$ cat config.mk
export PLATFORM = sky130hd
export DESIGN_NAME = mpbus_node
export DESIGN_NICKNAME = d
export VERILOG_FILES = /design/src/rtl/mpbus_pkg.sv /design/src/rtl/mpbus_pick.sv /design/src/rtl/mpbus_owner.sv /design/src/rtl/mpbus_node_fsm.sv /design/src/rtl/mpbus_node.sv
export SDC_FILE = /design/constraint.sdc
export NUM_CORES = 1
export LEC_CHECK = 0
export ABC_CLOCK_PERIOD_IN_PS = 3730
export BUFFER_PORTS_ARGS = -buffer_cell sky130_fd_sc_hd__buf_2
export CAP_MARGIN = 20
export CELL_PAD_IN_SITES_DETAIL_PLACEMENT = 1
export CELL_PAD_IN_SITES_GLOBAL_PLACEMENT = 1
export CORE_ASPECT_RATIO = 0.9
export CORE_MARGIN = 3
export CORE_UTILIZATION = 33
export CTS_BUF_LIST = sky130_fd_sc_hd__clkbuf_8 sky130_fd_sc_hd__clkbuf_16
export CTS_CLUSTER_DIAMETER = 150
export DETAILED_ROUTE_END_ITERATION = 12
export GPL_TIMING_DRIVEN = 1
export PLACE_DENSITY_LB_ADDON = 0.1
export REMOVE_ABC_BUFFERS = 1
export SLEW_MARGIN = 20
export SYNTH_ARGS = -nofsm -noshare
export SYNTH_HDL_FRONTEND = slang
export SYNTH_SLANG_ARGS = --single-unit
$ cat constraint.sdc
create_clock -name clk -period 3.73 [get_ports clk]
set_input_delay 0.373 -clock clk [delete_from_list [all_inputs] [get_ports clk]]
set_output_delay 0.373 -clock clk [all_outputs]
set_load 0.02 [all_outputs]
$ cat src/rtl/mpbus_pkg.sv
package mpbus_pkg;

    typedef enum logic [2:0] {
        ST_SLAVE  = 3'd0,
        ST_REQ    = 3'd1,
        ST_MASTER = 3'd2,
        ST_YIELD  = 3'd3,
        ST_HOST   = 3'd4,
        ST_SOLO   = 3'd5
    } node_st_e;

endpackage

$ cat src/rtl/mpbus_pick.sv
// Chooses the next bus owner from the request lines.
// Fixed mode scans from line 1 upward; rotating mode starts after the last owner.
module mpbus_pick #(
    parameter int NODES = 6,
    parameter int IDW   = 3
) (
    input  logic [NODES-1:0] req_lines,
    input  logic             rotate,
    input  logic [IDW-1:0]   last_owner,
    output logic             found,
    output logic [IDW-1:0]   winner
);

    always_comb begin
        found  = 1'b0;
        winner = '0;
        for (int off = 0; off < NODES; off++) begin
            int idx;
            idx = rotate ? ((int'(last_owner) + off) % NODES) : off;
            if (!found && req_lines[idx]) begin
                found  = 1'b1;
                winner = IDW'(idx + 1);
            end
        end
    end

endmodule

$ cat src/rtl/mpbus_owner.sv
// Replicated owner register: every node computes the same value from the shared lines.
module mpbus_owner #(
    parameter int NODES = 6,
    parameter int IDW   = 3
) (
    input  logic             clk,
    input  logic             rst_n,
    input  logic [NODES-1:0] req_lines,
    input  logic             rotate,
    input  logic             host_req,
    output logic [IDW-1:0]   owner
);

    logic [IDW-1:0] owner_q;
    logic           owner_line_hi;
    logic           pick_found;
    logic [IDW-1:0] pick_winner;

    mpbus_pick #(.NODES(NODES), .IDW(IDW)) u_pick (
        .req_lines  (req_lines),
        .rotate     (rotate),
        .last_owner (owner_q),
        .found      (pick_found),
        .winner     (pick_winner)
    );

    always_comb begin
        owner_line_hi = 1'b0;
        for (int i = 0; i < NODES; i++) begin
            if (owner_q == IDW'(i + 1)) owner_line_hi = req_lines[i];
        end
    end

    always_ff @(posedge clk or negedge rst_n) begin
        if (!rst_n) begin
            owner_q <= IDW'(1);
        end else if (!host_req && !owner_line_hi && pick_found) begin
            owner_q <= pick_winner;
        end
    end

    assign owner = owner_q;

endmodule

$ cat src/rtl/mpbus_node_fsm.sv
// Per-node request / master / host hand-off state machine.
module mpbus_node_fsm
    import mpbus_pkg::*;
(
    input  logic     clk,
    input  logic     rst_n,
    input  logic     solo,
    input  logic     owned,
    input  logic     want_bus,
    input  logic     bg_dma,
    input  logic     core_urgent,
    input  logic     prio_line_in,
    input  logic     host_req,
    input  logic     suspend,
    output node_st_e state,
    output logic     req_on,
    output logic     drive_ok,
    output logic     grant_on,
    output logic     prio_on
);

    node_st_e state_q, state_d;
    logic     susp_q;
    logic     prio_q;

    // state register
    always_ff @(posedge clk or negedge rst_n) begin
        if (!rst_n) state_q <= ST_SLAVE;
        else        state_q <= state_d;
    end

    // next-state logic
    always_comb begin
        state_d = state_q;
        unique case (state_q)
            ST_SLAVE: begin
                if (solo)                  state_d = ST_SOLO;
                else if (host_req && owned) state_d = ST_HOST;
                else if (want_bus)          state_d = ST_REQ;
            end
            ST_REQ: begin
                if (host_req && owned) state_d = ST_HOST;
                else if (!want_bus)    state_d = ST_SLAVE;
                else if (owned)        state_d = ST_MASTER;
            end
            ST_MASTER: begin
                if (host_req)                   state_d = ST_HOST;
                else if (bg_dma && prio_line_in) state_d = ST_YIELD;
                else if (!want_bus)             state_d = ST_SLAVE;
            end
            ST_YIELD: begin
                if (host_req && owned) state_d = ST_HOST;
                else if (!prio_line_in) state_d = ST_SLAVE;
            end
            ST_HOST: begin
                if (!host_req) state_d = solo ? ST_SOLO : ST_SLAVE;
            end
            ST_SOLO: begin
                if (host_req) state_d = ST_HOST;
            end
            default: state_d = ST_SLAVE;
        endcase
    end

    // registered side inputs: suspend takes effect next cycle, priority line drive
    always_ff @(posedge clk or negedge rst_n) begin
        if (!rst_n) begin
            susp_q <= 1'b0;
            prio_q <= 1'b0;
        end else begin
            susp_q <= suspend;
            prio_q <= core_urgent && want_bus && (state_q == ST_REQ);
        end
    end

    // outputs
    always_comb begin
        req_on   = 1'b0;
        drive_ok = 1'b0;
        grant_on = 1'b0;
        unique case (state_q)
            ST_SLAVE:  ;
            ST_REQ:    req_on = 1'b1;
            ST_MASTER: begin
                req_on   = 1'b1;
                drive_ok = !susp_q;
            end
            ST_YIELD:  ;
            ST_HOST:   grant_on = 1'b1;
            ST_SOLO:   drive_ok = want_bus && !susp_q;
            default:   ;
        endcase
    end

    assign prio_on = prio_q;
    assign state   = state_q;

endmodule

$ cat src/rtl/mpbus_node.sv
module mpbus_node
    import mpbus_pkg::*;
#(
    parameter int NODES = 6,
    parameter int IDW   = 3
) (
    input  logic             clk,
    input  logic             rst_n,
    input  logic [IDW-1:0]   node_id,
    input  logic             rotate_sel,
    input  logic             want_bus,
    input  logic             bg_dma,
    input  logic             core_urgent,
    input  logic [NODES-1:0] req_lines_in,
    output logic [NODES-1:0] req_drv,
    input  logic             prio_line_in,
    output logic             prio_drv,
    input  logic             host_req,
    output logic             host_grant_drv,
    input  logic             suspend,
    output logic             is_master,
    output logic             bus_drive_en,
    output logic             access_stall
);

    localparam int MAX_ID = NODES;

    logic           solo;
    logic           id_valid;
    logic [IDW-1:0] owner;
    logic           owned;
    node_st_e       state;
    logic           req_on;
    logic           drive_ok;
    logic           grant_on;
    logic           prio_on;

    assign solo     = (node_id == '0);
    assign id_valid = !solo && (int'(node_id) <= MAX_ID);

    mpbus_owner #(.NODES(NODES), .IDW(IDW)) u_owner (
        .clk       (clk),
        .rst_n     (rst_n),
        .req_lines (req_lines_in),
        .rotate    (rotate_sel),
        .host_req  (host_req),
        .owner     (owner)
    );

    assign owned = id_valid && (owner == node_id);

    mpbus_node_fsm u_fsm (
        .clk          (clk),
        .rst_n        (rst_n),
        .solo         (solo),
        .owned        (owned),
        .want_bus     (want_bus),
        .bg_dma       (bg_dma),
        .core_urgent  (core_urgent),
        .prio_line_in (prio_line_in),
        .host_req     (host_req),
        .suspend      (suspend),
        .state        (state),
        .req_on       (req_on),
        .drive_ok     (drive_ok),
        .grant_on     (grant_on),
        .prio_on      (prio_on)
    );

    for (genvar g = 0; g < NODES; g++) begin : g_line
        assign req_drv[g] = req_on && (node_id == IDW'(g + 1));
    end

    assign prio_drv       = prio_on;
    assign host_grant_drv = grant_on;
    assign bus_drive_en   = drive_ok;
    assign is_master      = (state != ST_HOST) && (solo || owned);
    assign access_stall   = want_bus && !drive_ok;

endmodule

# == Word level (Yosys, flattened, before mapping) ==
# Index checks and enable logic that the tools add are counted.
# word_totals
regBits,8
elab_cells,150
# classes
n_div,6
reduce_logical,37
n_eq_ne,25
add_sub_neg,11
magnitude_cmp,7
muxes,60
# ops
operator,count
$lt A32 B5 Y1 const B,6
$mux W32,6
$mod A32 B4 Y32 const B,5
$mux W3,20
$mod A4 B4 Y32 const B,1
$mux W1,26
$eq A3 B3 Y1 const B,8
$logic_and A1 B1 Y1,22
$add A3 B2 Y3 const B,6
$bmux W1 S3,6
$eq A3 B2 Y1 const B,6
$pmux W3 S6,1
$ne A4 B3 Y1 const B,3
$logic_not A1 Y1,10
$eq A3 B1 Y1 const B,3
$add A3 B2 Y4 const B,2
$add A3 B3 Y4 const B,2
$logic_not A3 Y1,2
$reduce_and A6 Y1,1
$add A3 B1 Y4 const B,1
$ne A2 B2 Y1 const B,2
$eq A3 B3 Y1,1
$le A3 B3 Y1 const B,1
$ne A3 B2 Y1 const B,1
4 further kinds,4

# == Longest topological paths before layout ==
# logic_depth
ltp_word,22
depth_mapped,15
mapped_depth_nobuf,15

# == By module ==
# A second synthesis with hierarchy kept.
# hier_totals
hier_cells,225
area_unflattened_um2,1871.8
# modules_own_cells
module,area_per_inst_um2,n_inst,cells_per_inst
mpbus_pick,1108.6,1,137
mpbus_node_fsm,362.8,1,39
mpbus_owner,234.0,1,24
mpbus_node,166.4,1,25

# == Worst setup path before layout ==
# No wires, ideal clock.
# synth_path
path_type,register -> register
from,register u_owner.owner_q[0] (netlist: u_owner.owner[0])
to,register u_owner.owner_q[1] (netlist: u_owner.owner[1])
stages_incl_launch_ff,14
setup_time_ns,0.135
path_slack_ns,0.520
t_arrival_ns,3.075
period_less_slack_ns,3.210
path_cell_list,dfstp_2 > buf_6 > clkinv_1 > ha_1 > xnor2_4 > ha_1 > inv_1 > a31o_1 > a21boi_1 > o22ai_1 > mux2_4 > o31ai_4 > mux2i_1 > o31ai_1
# synth_via
elab_chain_len,22
elab_cells_between_ends,78
classes_between,add/sub (11); div (6); eq/ne (6); mux (42); reduce/logical (13)
# synth_lines
element,line_no,text
"start, declared",mpbus_owner.sv:14,logic [IDW-1:0] owner_q;
"start signal, assigned",mpbus_owner.sv:38,owner_q <= pick_winner;
branches (longest 22 deep; another with $mod A32 B4 Y32),n/a,
# Parallel ways; which one is timed is not known. The select of a mux whose other input is x is not followed.
# A chain may end at the register's enable or synchronous reset.

# == Final worst setup path ==
# layout_path
from,register u_owner.owner_q[1] (netlist: u_owner.owner[1])
to,register u_owner.owner_q[2] (netlist: u_owner.owner[2])
# Same word-level chain as after synthesis.

==> results.json <==
{
  "status": "complete, no violations",
  "crit_arrival_ns": 3.61,
  "syn_to_final_growth_pct": 12.79,
  "grt-ovfl-total": 0,
  "finClkSkew_ns": 0.004917,
  "path_class": "flop to flop",
  "core_area_sq_mm": 0.005075,
  "synth_fa_ha_area_frac": 0.1244,
  "synth_mux_area_frac": 0.1099,
  "vias_per_cell": 5.403,
  "synth_common_cells": "nand2_1 (22), nor2_1 (22), ha_1 (18), inv_1 (18), a21oi_1 (13)",
  "synth.distinct_cells": 69,
  "nFillCells": 640,
  "start_util": 0.3568,
  "synth_top_family_by_area": "compound AO/OA/AOI/OAI gates",
  "io_pins": 29,
  "max_freq_ghz": 0.2894,
  "hold_viol": 0,
  "dr.pass1.iters": 4,
  "grtUsageTotal": 0.1650,
  "rsz0062_at_grt": "false",
  "critPathLaunchType": "flop",
  "wl_per_cell_um": 16.33,
  "first_iter_violations": 74,
  "finalWirelength_mm": 5.308,
  "avgSynthCellArea_sq_um": 7.737,
  "finalSetupViolCount": 0,
  "postSynth.asyncResetShare": 1.000,
  "synth_area_sq_mm": 0.001810,
  "finalWeightedCongestion": 0.8220,
  "maxSlewViolCount": 0,
  "drtAntennaViolNets": 0,
  "post-cts-setup-buffers": 0,
  "cts_tree": "yes",
  "die_area_sq_mm": 0.006412,
  "path_max_fanout": 9,
  "p_leak_nw": 0.9568,
  "layout-drive-gt1-share": 0.2269,
  "ys_seq_area_frac": 0.1113,
  "die_w_um": 84.08,
  "drc": 0,
  "diodes": 0,
  "portBuffers": 28,
  "placed_cell_area_sq_mm": 0.001986,
  "die_h_um": 76.27,
  "antenna_found_initial": 0,
  "nets": 297,
  "hp-class": "primary input to flop",
  "synth.top_cell.area_share": 0.1244,
  "critPathCaptureType": "flop",
  "worstMarginPinSlew_ns": 0.6279,
  "cts_buffers": 3,
  "synth_area_leaders": "ha_1 (12%), dfrtp_1 (9.7%), mux2i_1 (6.1%), nand2_1 (4.6%), nor2_1 (4.6%)",
  "worstSkewPairLatency_ns": 0.23,
  "cts_root_buf": "clkbuf_8",
  "ys_warn_count": 0,
  "synthCells": 234,
  "cts.clk_slew.worst_paths_ns": 0.05,
  "powerDensity_mw_per_mm2": 949.7,
  "synth-seq-cells": 8,
  "max_slew_margin": 0.5789,
  "synth.largest_area_cell": "ha_1",
  "grt_pass1_vias": 1753,
  "fin_crit_sh": 0.9263,
  "synth_edf_count": 0,
  "cts.sink_count": 8,
  "synthXorXnorAreaFrac": 0.06358,
  "dpl.hpwl_mm": 4.304,
  "synth_ff_type": "dfrtp_1",
  "cts_buffer_depth": 2,
  "rows": 24,
  "h-tree-depth": 1,
  "grt_start_max_net_pins": 14,
  "grt_pass1_wl_mm": 8.825,
  "irDropWorstVdd_v": 0.0003248,
  "stdcell_area_sq_mm": 0.002042,
  "yosys.area_share.simple": 0.2446,
  "min_period_ns": 3.455,
  "setup_tns_ns": 0,
  "synth-compound-area-share": 0.2612,
  "crit_required_ns": 3.89,
  "drv_cap": 0,
  "vias": 1756
}
[critical path: stages, from the launching register on]
cell	delay (ns)
dfrtp_2	0.47
ha_1	0.33
a21o_2	0.29
ha_1	0.28
nand3b_1	0.20
xnor2_1	0.17
a221o_1	0.42
or3_1	0.43
a21oi_2	0.22
nor3b_1	0.30
a21oi_1	0.13
a22oi_2	0.15
[metal layers]
| metal | part of all wire | GRT usage |
|---|---|---|
| met5 | 0 | 0 |
| met4 | 0.0023 | 0.009646 |
| met3 | 0.045 | 0.02378 |
| met2 | 0.41 | 0.2358 |
| met1 | 0.55 | 0.2672 |
[per-stage QoR]
step	power [mW]	setup slack, ns	utilization	cells	hold WS [ns]
2_1_floorplan	1.417	0.3967	-	223	0.07741
5_1_grt	2.143	0.06359	0.4024	325	0.2439
3_3_place_gp	1.803	0.1925	0.3913	320	0.2299
6_report	1.939	0.2749	0.4024	325	0.2479
3_5_place_dp	1.817	0.1508	0.3913	320	0.2300
4_1_cts	1.943	0.1257	0.4021	325	0.2439
[placed cells by master (no fill, tap or decap), types with 6 or more instances in the layout]
cell type and instances:
buf_2 28, nor2_1 22, nand2_1 22, inv_1 19, ha_1 18, a21oi_1 13
mux2i_1 11, o21ai_0 8, a31oi_1 6, nor2b_1 6, nand2b_1 6, nand3_1 6
nor3_1 6, xor2_1 6, dfrtp_1 6
[area by class of cell]
| class | instances | area, sq um | area share |
|---|---|---|---|
| clock buffer | 3 | 41.29 | 0.02022 |
| clock inverter | 1 | 3.754 | 0.001838 |
| inverter | 20 | 77.57 | 0.03799 |
| multi-input combinational | 195 | 1455 | 0.7126 |
| sequential | 8 | 202.7 | 0.09926 |
| tap | 65 | 81.33 | 0.03983 |
| timing repair buffer | 33 | 180.2 | 0.08824 |
[worst paths after layout]
path	depth (start not counted)	start	end	slack, ns
worst max-delay path	11	u_owner.owner[1]$_DFFE_PN0P_	u_owner.owner[2]$_DFFE_PN0P_	0.27
worst min-delay path	1	suspend	u_fsm.susp_q$_DFF_PN0_	0.25
worst max register to register	11	u_owner.owner[1]$_DFFE_PN0P_	u_owner.owner[2]$_DFFE_PN0P_	0.27
worst min register to register	2	u_owner.owner[2]$_DFFE_PN0P_	u_owner.owner[2]$_DFFE_PN0P_	0.64
max in group asynchronous	2	rst_n	u_owner.owner[0]$_DFFE_PN1P_	2.99
min in group asynchronous	2	rst_n	u_owner.owner[2]$_DFFE_PN0P_	0.51
[logic make-up after synthesis]
| family | after synthesis |
|---|---|
| simple gates | 87 |
| compound gates | 61 |
| buf+inv | 31 |
| mux | 18 |
| fa+ha+maj | 18 |
| xor+xnor | 11 |
| flops | 8 |
[timing repair]
item                                   CTS  global route
hold buffers                             1             0
setup endpoints to repair                0             3
endpoints found under the hold margin    7             0
resized for setup                        0             2
[power breakdown]
group | switching (mW) | internal (mW)
Clock | 0.0389 | 0.0717
Combinational | 0.924 | 0.704
Sequential | 0.0729 | 0.128
Total | 1.04 | 0.904
[registers in the layout, indices dropped and copies added (netlist names)]
signal         flops
u_fsm.state        3
u_owner.owner      3
u_fsm.prio_on      1
u_fsm.susp_q       1
Note: power is estimated with default switching activity, not from simulation.
